## src/rtl/sio_pkg.sv

```systemverilog
package sio_pkg;

    localparam int MAX_BITS = 8;

    // Field order equals the host control word, bit 4 down to bit 0.
    typedef struct packed {
        logic       no_par;
        logic       two_stop;
        logic [1:0] len_sel;
        logic       even_par;
    } fmt_t;

    localparam int FMT_W = $bits(fmt_t);

    // Index of the last data bit: 4..7 for 5..8 bit characters.
    function automatic logic [2:0] last_idx(input logic [1:0] len_sel);
        return 3'd4 + {1'b0, len_sel};
    endfunction

endpackage

```

## src/rtl/sio_fmt_reg.sv

```systemverilog
module sio_fmt_reg
    import sio_pkg::*;
(
    input  logic             clk,
    input  logic             rst_n,
    input  logic             strobe_n,
    input  logic [FMT_W-1:0] word,
    output fmt_t             fmt
);
    fmt_t fmt_d, fmt_q;

    always_comb begin
        fmt_d = fmt_q;
        if (!strobe_n) fmt_d = fmt_t'(word);
    end

    always_ff @(posedge clk or negedge rst_n) begin
        if (!rst_n) fmt_q <= '0;
        else        fmt_q <= fmt_d;
    end

    assign fmt = fmt_q;
endmodule

```

## src/rtl/sio_tx.sv

```systemverilog
module sio_tx
    import sio_pkg::*;
#(
    parameter int OSR = 16
) (
    input  logic                clk,
    input  logic                rst_n,
    input  logic                mrst,
    input  logic                tick,
    input  fmt_t                fmt,
    input  logic                load,
    input  logic [MAX_BITS-1:0] din,
    output logic                txd,
    output logic                empty
);
    localparam int CW = $clog2(2 * OSR);
    localparam logic [CW-1:0] BIT_LAST   = CW'(OSR - 1);
    localparam logic [CW-1:0] HALF3_LAST = CW'(OSR + OSR / 2 - 1);
    localparam logic [CW-1:0] TWO_LAST   = CW'(2 * OSR - 1);

    typedef enum logic [2:0] {T_IDLE, T_START, T_DATA, T_PAR, T_STOP} tph_e;

    typedef struct packed {
        tph_e                ph;
        logic [CW-1:0]       cnt;
        logic [2:0]          idx;
        logic [MAX_BITS-1:0] hold;
        logic                full;
        logic [MAX_BITS-1:0] sh;
        logic                acc;
        logic                line;
    } tx_s;

    tx_s           s_d, s_q;
    logic [CW-1:0] stop_last;
    logic          take;

    always_comb begin
        s_d  = s_q;
        take = 1'b0;
        if (!fmt.two_stop)            stop_last = BIT_LAST;
        else if (fmt.len_sel == 2'b00) stop_last = HALF3_LAST;
        else                           stop_last = TWO_LAST;

        if (tick) begin
            case (s_q.ph)
                T_IDLE: take = s_q.full;
                T_START: begin
                    if (s_q.cnt == BIT_LAST) begin
                        s_d.ph  = T_DATA;
                        s_d.cnt = '0;
                        s_d.idx = '0;
                    end else begin
                        s_d.cnt = s_q.cnt + CW'(1);
                    end
                end
                T_DATA: begin
                    if (s_q.cnt == BIT_LAST) begin
                        s_d.cnt = '0;
                        s_d.sh  = s_q.sh >> 1;
                        s_d.acc = s_q.acc ^ s_q.sh[0];
                        if (s_q.idx == last_idx(fmt.len_sel))
                            s_d.ph = fmt.no_par ? T_STOP : T_PAR;
                        else
                            s_d.idx = s_q.idx + 3'd1;
                    end else begin
                        s_d.cnt = s_q.cnt + CW'(1);
                    end
                end
                T_PAR: begin
                    if (s_q.cnt == BIT_LAST) begin
                        s_d.cnt = '0;
                        s_d.ph  = T_STOP;
                    end else begin
                        s_d.cnt = s_q.cnt + CW'(1);
                    end
                end
                T_STOP: begin
                    if (s_q.cnt == stop_last) begin
                        take     = s_q.full;
                        s_d.ph   = T_IDLE;
                    end else begin
                        s_d.cnt = s_q.cnt + CW'(1);
                    end
                end
                default: s_d.ph = T_IDLE;
            endcase
        end

        if (take) begin
            s_d.ph   = T_START;
            s_d.cnt  = '0;
            s_d.sh   = s_q.hold;
            s_d.full = 1'b0;
            s_d.acc  = 1'b0;
        end

        if (load) begin
            s_d.hold = din;
            s_d.full = 1'b1;
        end

        case (s_d.ph)
            T_START: s_d.line = 1'b0;
            T_DATA:  s_d.line = s_d.sh[0];
            T_PAR:   s_d.line = fmt.even_par ? s_d.acc : ~s_d.acc;
            default: s_d.line = 1'b1;
        endcase

        if (mrst) begin
            s_d      = '0;
            s_d.line = 1'b1;
        end
    end

    always_ff @(posedge clk or negedge rst_n) begin
        if (!rst_n) begin
            s_q      <= '0;
            s_q.line <= 1'b1;
        end else begin
            s_q <= s_d;
        end
    end

    assign txd   = s_q.line;
    assign empty = ~s_q.full;
endmodule

```

## src/rtl/sio_rx.sv

```systemverilog
module sio_rx
    import sio_pkg::*;
#(
    parameter int OSR         = 16,
    parameter int SYNC_STAGES = 2
) (
    input  logic                clk,
    input  logic                rst_n,
    input  logic                mrst,
    input  logic                tick,
    input  logic                no_par,
    input  logic                even_par,
    input  logic [1:0]          len_sel,
    input  logic                rxd,
    input  logic                clr,
    output logic [MAX_BITS-1:0] data,
    output logic                ready,
    output logic                perr,
    output logic                ferr,
    output logic                ovr
);
    localparam int CW = $clog2(2 * OSR);
    localparam logic [CW-1:0] BIT_LAST = CW'(OSR - 1);
    localparam logic [CW-1:0] MID_LAST = CW'(OSR / 2 - 1);

    typedef enum logic [2:0] {R_IDLE, R_START, R_DATA, R_PAR, R_STOP} rph_e;

    typedef struct packed {
        logic [SYNC_STAGES-1:0] sync;
        logic                   prev;
        rph_e                   ph;
        logic [CW-1:0]          cnt;
        logic [2:0]             idx;
        logic [MAX_BITS-1:0]    sh;
        logic                   acc;
        logic                   pe;
        logic [MAX_BITS-1:0]    data;
        logic                   ready;
        logic                   perr;
        logic                   ferr;
        logic                   ovr;
    } rx_s;

    rx_s  s_d, s_q;
    logic line;

    assign line = s_q.sync[SYNC_STAGES-1];

    always_comb begin
        s_d      = s_q;
        s_d.sync = {s_q.sync[SYNC_STAGES-2:0], rxd};

        if (clr) s_d.ready = 1'b0;

        if (tick) begin
            s_d.prev = line;
            case (s_q.ph)
                R_IDLE: begin
                    if (s_q.prev && !line) begin
                        s_d.ph  = R_START;
                        s_d.cnt = '0;
                        s_d.sh  = '0;
                        s_d.acc = 1'b0;
                        s_d.pe  = 1'b0;
                    end
                end
                R_START: begin
                    if (s_q.cnt == MID_LAST) begin
                        s_d.cnt = '0;
                        s_d.idx = '0;
                        s_d.ph  = line ? R_IDLE : R_DATA;
                    end else begin
                        s_d.cnt = s_q.cnt + CW'(1);
                    end
                end
                R_DATA: begin
                    if (s_q.cnt == BIT_LAST) begin
                        s_d.cnt         = '0;
                        s_d.sh[s_q.idx] = line;
                        s_d.acc         = s_q.acc ^ line;
                        if (s_q.idx == last_idx(len_sel))
                            s_d.ph = no_par ? R_STOP : R_PAR;
                        else
                            s_d.idx = s_q.idx + 3'd1;
                    end else begin
                        s_d.cnt = s_q.cnt + CW'(1);
                    end
                end
                R_PAR: begin
                    if (s_q.cnt == BIT_LAST) begin
                        s_d.cnt = '0;
                        s_d.pe  = even_par ? (s_q.acc ^ line) : ~(s_q.acc ^ line);
                        s_d.ph  = R_STOP;
                    end else begin
                        s_d.cnt = s_q.cnt + CW'(1);
                    end
                end
                R_STOP: begin
                    if (s_q.cnt == BIT_LAST) begin
                        s_d.data  = s_q.sh;
                        s_d.perr  = s_q.pe;
                        s_d.ferr  = ~line;
                        s_d.ovr   = s_q.ready;
                        s_d.ready = 1'b1;
                        s_d.ph    = R_IDLE;
                        s_d.cnt   = '0;
                    end else begin
                        s_d.cnt = s_q.cnt + CW'(1);
                    end
                end
                default: s_d.ph = R_IDLE;
            endcase
        end

        if (mrst) begin
            s_d      = '0;
            s_d.sync = '1;
            s_d.prev = 1'b1;
        end
    end

    always_ff @(posedge clk or negedge rst_n) begin
        if (!rst_n) begin
            s_q      <= '0;
            s_q.sync <= '1;
            s_q.prev <= 1'b1;
        end else begin
            s_q <= s_d;
        end
    end

    assign data  = s_q.data;
    assign ready = s_q.ready;
    assign perr  = s_q.perr;
    assign ferr  = s_q.ferr;
    assign ovr   = s_q.ovr;
endmodule

```

## src/rtl/async_sio.sv

```systemverilog
module async_sio
    import sio_pkg::*;
#(
    parameter int OSR         = 16,
    parameter int SYNC_STAGES = 2
) (
    input  logic                clk,
    input  logic                rst_n,
    input  logic                mrst,
    input  logic                tick16,
    input  logic                cfg_strobe_n,
    input  logic [FMT_W-1:0]    cfg_word,
    input  logic                tx_load,
    input  logic [MAX_BITS-1:0] tx_data,
    output logic                txd,
    input  logic                rxd,
    input  logic                rx_clr,
    output logic [MAX_BITS-1:0] rx_data,
    output logic [1:0]          stat_word,
    output logic                parity_err,
    output logic                framing_err,
    output logic                overrun
);
    fmt_t fmt;
    logic tx_empty;
    logic rx_ready;

    sio_fmt_reg u_fmt (
        .clk      (clk),
        .rst_n    (rst_n),
        .strobe_n (cfg_strobe_n),
        .word     (cfg_word),
        .fmt      (fmt)
    );

    sio_tx #(.OSR(OSR)) u_tx (
        .clk   (clk),
        .rst_n (rst_n),
        .mrst  (mrst),
        .tick  (tick16),
        .fmt   (fmt),
        .load  (tx_load),
        .din   (tx_data),
        .txd   (txd),
        .empty (tx_empty)
    );

    sio_rx #(.OSR(OSR), .SYNC_STAGES(SYNC_STAGES)) u_rx (
        .clk      (clk),
        .rst_n    (rst_n),
        .mrst     (mrst),
        .tick     (tick16),
        .no_par   (fmt.no_par),
        .even_par (fmt.even_par),
        .len_sel  (fmt.len_sel),
        .rxd      (rxd),
        .clr      (rx_clr),
        .data     (rx_data),
        .ready    (rx_ready),
        .perr     (parity_err),
        .ferr     (framing_err),
        .ovr      (overrun)
    );

    assign stat_word = {rx_ready, tx_empty};
endmodule

```

## config.mk

```make
export PLATFORM = sky130hd
export DESIGN_NAME = async_sio
export DESIGN_NICKNAME = d
export VERILOG_FILES = /design/src/rtl/sio_pkg.sv /design/src/rtl/sio_fmt_reg.sv /design/src/rtl/sio_tx.sv /design/src/rtl/sio_rx.sv /design/src/rtl/async_sio.sv
export SDC_FILE = /design/constraint.sdc
export NUM_CORES = 1
export LEC_CHECK = 0
export BUFFER_PORTS_ARGS = -buffer_cell sky130_fd_sc_hd__buf_2
export CAP_MARGIN = 15
export CORE_AREA = 5 5 86 96
export CTS_BUF_LIST = sky130_fd_sc_hd__clkbuf_16
export DETAILED_ROUTE_END_ITERATION = 12
export DIE_AREA = 0 0 91 101
export GPL_TIMING_DRIVEN = 0
export MAX_ROUTING_LAYER = met4
export PLACE_DENSITY = 0.7
export SLEW_MARGIN = 20
export SYNTH_ARGS = -nofsm -noshare
export SYNTH_HDL_FRONTEND = slang
export SYNTH_HIERARCHICAL = 1
export SYNTH_SLANG_ARGS = --single-unit
```

## constraint.sdc

```tcl
create_clock -name clk -period 6.4 [get_ports clk]
set_clock_uncertainty 0.1 [all_clocks]
set_input_delay 0.64 -clock clk [delete_from_list [all_inputs] [get_ports clk]]
set_output_delay 0.64 -clock clk [all_outputs]
set_load 0.02 [all_outputs]
```

==> impl_metrics.py, run 1 <==
metrics = {
    "outcome": {
        "status": "complete, no violations",
    },
    "layout": {
        "areaGrowthSynthToFinish_pct": 15.4,
        "nets": 444,
        "antenna_cells": 0,
        "drive_gt1_frac": 0.236,
    },
    "detailed_routing": {
        "wirelength_um": 8000,
        "drc_errors": 0,
        "wl_per_cell_um": 15.7,
        "first_pass_iters": 5,
        "via_per_inst": 5.89,
        "drt-initial-drc-count": 162,
        "ant_nets": 0,
        "dr_total_vias": 3002,
    },
    "setup_path": {
        "critPathLaunchType": "register",
        "crit_fanout": 6,
        "arrival_ns": 2.34,
        "worstSetupPathType": "register to register",
        "endpoint_kind": "register",
        "required_ns": 6.52,
    },
    "sta": {
        "relSlewSlack": 0.500,
        "fmax_mhz": 450,
        "period_share": 0.348,
        "timing.final.hold_violations": 0,
        "finalCriticalPeriod_ns": 2.22,
        "worst_pin_slew_ns": 0.738,
        "setup_viol": 0,
        "setup_tns_ns": 0,
        "rsz0062_at_grt": "no",
        "hold_slack_ns": 0.145,
        "drv_slew": 0,
    },
    "yosys": {
        "yosysMostFrequentCell": "dfrtp_1",
        "async_reset_ff_frac": 1.00,
        "synth_warnings": 6,
        "yosys-top-cells-area": "dfrtp_1, nor2_1, o21ai_0",
        "syn-num-nets": 400,
        "synth_edf_count": 0,
        "avgSynthCellArea_um2": 10.2,
        "synth-main-ff-cell": "dfrtp_1",
        "yosysTopAreaCellShare": 0.439,
        "yosysUniqueCellTypes": 72,
        "synthesis.area_um2": 3820,
        "ys_seq_area_frac": 0.466,
        "synth-seq-cells": 71,
        "synth_common_cells": "dfrtp_1, nor2_1, o21ai_0",
        "netlist_instances": 374,
        "synth_top_cell_by_area": "dfrtp_1",
    },
    "min_path": {
        "hp-class": "input port to async pin",
    },
    "global_route": {
        "grt_pass1_vias": 3023,
        "grt_max_degree": 38,
        "antenna_found_initial": 0,
        "grt_util_all_layers": 0.189,
        "grt_pass1_wl_um": 13900,
        "grt.overflow.total": 0,
    },
    "floorplan": {
        "io_pins": 35,
        "fp.dieW_um": 91,
        "initial_core_util": 0.529,
        "rows": 33,
        "die_y_um": 101,
        "dieArea_um2": 9190,
        "core-area_um2": 7230,
    },
    "pwr": {
        "power_leakage_nw": 2.12,
        "ir_worst_vdd_mv": 0.202,
        "p_per_area_nw_per_um2": 243,
    },
    "clocking": {
        "clockBufferDepth": 2,
        "insertion_delay_ns": 0.33,
        "cts_hold_buf": 0,
        "htreeDepth": 3,
        "cts_buffers": 9,
        "cts.sinks": 71,
        "ctsRootBufferMaster": "clkbuf_16",
        "clkSlewWorstSetupHoldPaths_ns": 0.06,
        "cts_setup_buffers": 0,
        "cts_resized": 0,
        "cts_tree": "built",
    },
    "place": {
        "port_buffers": 32,
        "gp_congestion": 0.873,
        "hpwl_um": 5720,
    },
    "run": {
        "drv_cap": 0,
    },
}
==> path summary, 6_finish.rpt <==
kind	start	end	slack (ns)	cells past startpoint
max in group asynchronous	rst_n	u_rx/line	5.45	2
worst max-delay path	u_rx/s_q[25]	u_rx/s_q[30]	4.18	7
worst min register to register	u_rx/s_q[20]	u_rx/data[6]	0.39	1
worst min-delay path	rst_n	u_rx/ferr	0.15	1
min in group clk	u_rx/s_q[20]	u_rx/data[6]	0.39	1
worst max register to register	u_rx/s_q[25]	u_rx/s_q[30]	4.18	7
==> layout by cell type, fill, tap and decap left out, drive strengths merged, types with 3 or more instances in the layout <==
master | Yosys | layout
nand2 | 16 | 16
a32o | 3 | 3
ha | 5 | 5
mux2i | 12 | 12
nand2b | 7 | 7
nor2 | 37 | 37
xor2 | 6 | 6
nand4 | 4 | 4
nor3b | 5 | 5
nor3 | 13 | 13
a31oi | 8 | 8
buf | 20 | 53
xnor2 | 5 | 5
a22o | 11 | 11
o311ai | 3 | 3
a21boi | 3 | 3
clkbuf | 8 | 17
or2 | 4 | 4
o31ai | 4 | 4
a211o | 3 | 3
inv | 14 | 17
mux2 | 8 | 8
nand3 | 11 | 11
o21ai | 32 | 32
a21oi | 7 | 7
and4b | 3 | 3
dfrtp | 67 | 67
dfstp | 4 | 4
a21o | 4 | 4
a221o | 7 | 7
and2 | 8 | 8
and3 | 4 | 4
a31o | 3 | 3
==> layout make-up <==
class / instances / area [µm²]
buffer: 28 / 170
clock buffer: 9 / 225
clock inverter: 7 / 71.3
fill: 618 / 2820
inverter: 14 / 52.6
multi-input combinational: 261 / 1820
sequential: 71 / 1780
tap: 87 / 109
timing repair buffer: 33 / 183
==> through the flow <==
step | cell area, µm² | power (mW) | std cells | util | worst slack [ns]
final | 4410 | 1.07 | 510 | 0.610 | 4.18
after detailed placement | 4110 | 0.578 | 494 | 0.569 | 4.10
after floorplan | 3820 | 0.543 | 374 | - | 4.40
after global routing | 4410 | 1.11 | 510 | 0.610 | 4.02
after global placement | 4090 | 0.574 | 493 | 0.566 | 4.13
after CTS | 4410 | 1.08 | 510 | 0.610 | 4.20
==> critical path, stage by stage, from the launching register on <==
cell      delay (ns)
dfrtp_1         0.38
ha_1            0.25
and4b_1         0.22
buf_2           0.18
a21oi_1         0.07
a21boi_0        0.32
nor2b_2         0.27
mux2_4          0.31
==> state kept, by name, indices dropped and copies added (netlist names) <==
register,cells
u_rx/ovr,1
u_rx/ready,1
u_rx/ferr,1
u_rx/s_q,23
u_rx/line,1
u_tx/txd,1
u_rx/perr,1
u_fmt/fmt,5
u_rx/data,8
u_tx/s_q,29
==> cell families (layout without fill, tap and decap cells) <==
kind of cell    Yosys count  count (layout)  share of synthesized area
xor+xnor                 11              11                     0.0252
compound gates          100             100                      0.190
flops                    71              71                      0.466
buf+inv                  42              91                     0.0583
fa+ha+maj                 5               5                     0.0164
mux                      20              20                     0.0560
simple gates            125             125                      0.188
==> per-layer routing <==
layer	wire length, µm	track usage
met5	0	-
met4	104	0.0756
met3	392	0.0358
met2	4020	0.307
met1	3480	0.233
==> where the power goes <==
group	total, mW	internal (mW)	switching, mW
Clock	0.502	0.302	0.199
Sequential	0.473	0.461	0.0122
Combinational	0.0962	0.0386	0.0576
Total	1.07	0.802	0.269
Power figures use the tool's default switching activity.
==> run 2: changes to the inputs <==
Clock period 6.4 ns to 2.2 ns, I/O delays scaled along.
==> run 2 against run 1 <==
Critical path depth rose by 1. Non-clock buffer count rose by 2. Maximum frequency rose by 3.9%. Cell area rose by 1.1%. Highest routed layer unchanged.
==> impl_metrics.py, run 2 (synthesized netlist as in run 1, its figures left out) <==
metrics = {
    "floorplan": {
        "dieArea_um2": 9190,
        "fp.dieW_um": 91,
        "rows": 33,
        "core-area_um2": 7230,
        "initial_core_util": 0.529,
        "die_y_um": 101,
        "io_pins": 35,
    },
    "layout": {
        "fill_cells": 607,
        "final_common_cell": "dfrtp_1",
        "largest-register": "u_tx/s_q",
        "antenna_cells": 0,
        "fin_area_um2": 4460,
        "fin_util": 0.617,
        "nets": 446,
        "drive_gt1_frac": 0.247,
        "areaGrowthSynthToFinish_pct": 16.7,
        "largest_reg_flops": 29,
        "final_cell_mix": "dfrtp_1, nor2_1, buf_2",
    },
    "setup_path": {
        "path_cells": "ha_1 -> and4b_1 -> buf_6 -> nor3b_4 -> and2_4 -> a221oi_2 -> o311ai_1 -> a31o_1",
        "endpoint_kind": "register",
        "critPathLaunchType": "register",
        "worstSetupPathType": "register to register",
        "crit_buf_inv": 1,
        "crit_fanout": 10,
        "critPathMaxStageDelay_ns": 0.40,
        "arrival_ns": 2.30,
        "slowest_stage": "dfrtp_1",
        "cpLargestDelayFamily": "compound AO/OA/AOI/OAI gates",
        "required_ns": 2.36,
    },
    "sta": {
        "finalCriticalPeriod_ns": 2.14,
        "relSlewSlack": 0.502,
        "drv_slew": 0,
        "postLayoutSetupSlackWorst_ns": 0.0592,
        "setup_viol": 0,
        "worst_pin_slew_ns": 0.735,
        "period_share": 0.973,
        "fmax_mhz": 467,
        "setup_tns_ns": 0,
        "timing.final.hold_violations": 0,
    },
    "place": {
        "hpwl_um": 5720,
        "placement.cell_area_um2": 4110,
        "port_buffers": 32,
        "dp_slack_ns": 0.0209,
        "gp_congestion": 0.873,
    },
    "detailed_routing": {
        "first_pass_iters": 5,
        "wl_per_cell_um": 15.9,
        "drc_errors": 0,
        "ant_nets": 0,
        "drt-initial-drc-count": 207,
        "via_per_inst": 5.91,
        "wirelength_um": 8120,
        "dr_total_vias": 3028,
    },
    "clocking": {
        "clkSlewWorstSetupHoldPaths_ns": 0.06,
        "ctsRootBufferMaster": "clkbuf_16",
        "insertion_delay_ns": 0.33,
        "cts_setup_buffers": 0,
        "clockBufferDepth": 2,
        "cts_tree": "built",
        "cts.sinks": 71,
        "htreeDepth": 3,
        "cts_buffers": 9,
    },
    "pwr": {
        "total_power_mw": 3.12,
        "power_leakage_nw": 2.14,
        "p_per_area_nw_per_um2": 701,
        "ir_worst_vdd_mv": 0.585,
    },
    "global_route": {
        "grt.overflow.total": 0,
        "grt_util_all_layers": 0.190,
        "grt_pass1_vias": 3042,
        "grt_pass1_wl_um": 14000,
        "antenna_found_initial": 0,
        "grt_max_degree": 38,
    },
    "outcome": {
        "status": "complete, no violations",
    },
    "min_path": {
        "hp-class": "input port to register",
    },
    "run": {
        "drv_cap": 0,
    },
}
## run 2: where the power goes
group / switching, mW / internal (mW)
sequential: 0.0358 / 1.34
combinational: 0.174 / 0.118
clock: 0.575 / 0.879
## run 2: layout make-up
type	instances	area [µm²]	share of cell area
buffer	28	171	0.0385
sequential	71	1780	0.400
clock inverter	7	71.3	0.0160
multi-input combinational	261	1840	0.414
clock buffer	9	225	0.0505
inverter	14	52.6	0.0118
timing repair buffer	35	203	0.0455
tap	87	109	0.0244
## run 2: worst register-to-register path: cells and delay by family, from the launching register on
family	cells	cell delay, ns
buffers and inverters	1	0.14
AO/OA/AOI/OAI	3	0.68
flip-flops	1	0.40
AND/OR/NAND/NOR	3	0.50
adder cells (fa/ha/maj)	1	0.26
## run 2: layer usage
metal	track usage	share of wire
met1	0.234	0.43
met2	0.311	0.50
met3	0.0358	0.054
met4	0.0756	0.014
met5	-	0
## run 2: repair_timing
| action | CTS | global route |
|---|---|---|
| resized for setup | 0 | 9 |
| hold buffers | 2 | 0 |
| setup endpoints to repair | 0 | 20 |
| endpoints found under the hold margin | 35 | 0 |
## run 2: metrics by stage
step,hold WS (ns),std cells
detailed placement,0.102,494
floorplan,-0.176,374
global placement,0.320,493
finish,0.0209,512
CTS,0.0159,512
global route,0.0218,512
## run 2: path summary, 6_finish.rpt
path,start,endpoint,slack (ns),cells after the start
setup / recovery,u_tx/s_q[22],u_tx/txd,0.06,8
hold / removal,cfg_word[0],u_fmt/fmt[0],0.02,2
max in group asynchronous,rst_n,u_rx/s_q[33],1.12,3
setup reg to reg,u_tx/s_q[22],u_tx/txd,0.06,8
hold reg to reg,u_rx/s_q[20],u_rx/data[6],0.39,1
min in group asynchronous,rst_n,u_rx/ferr,0.27,2
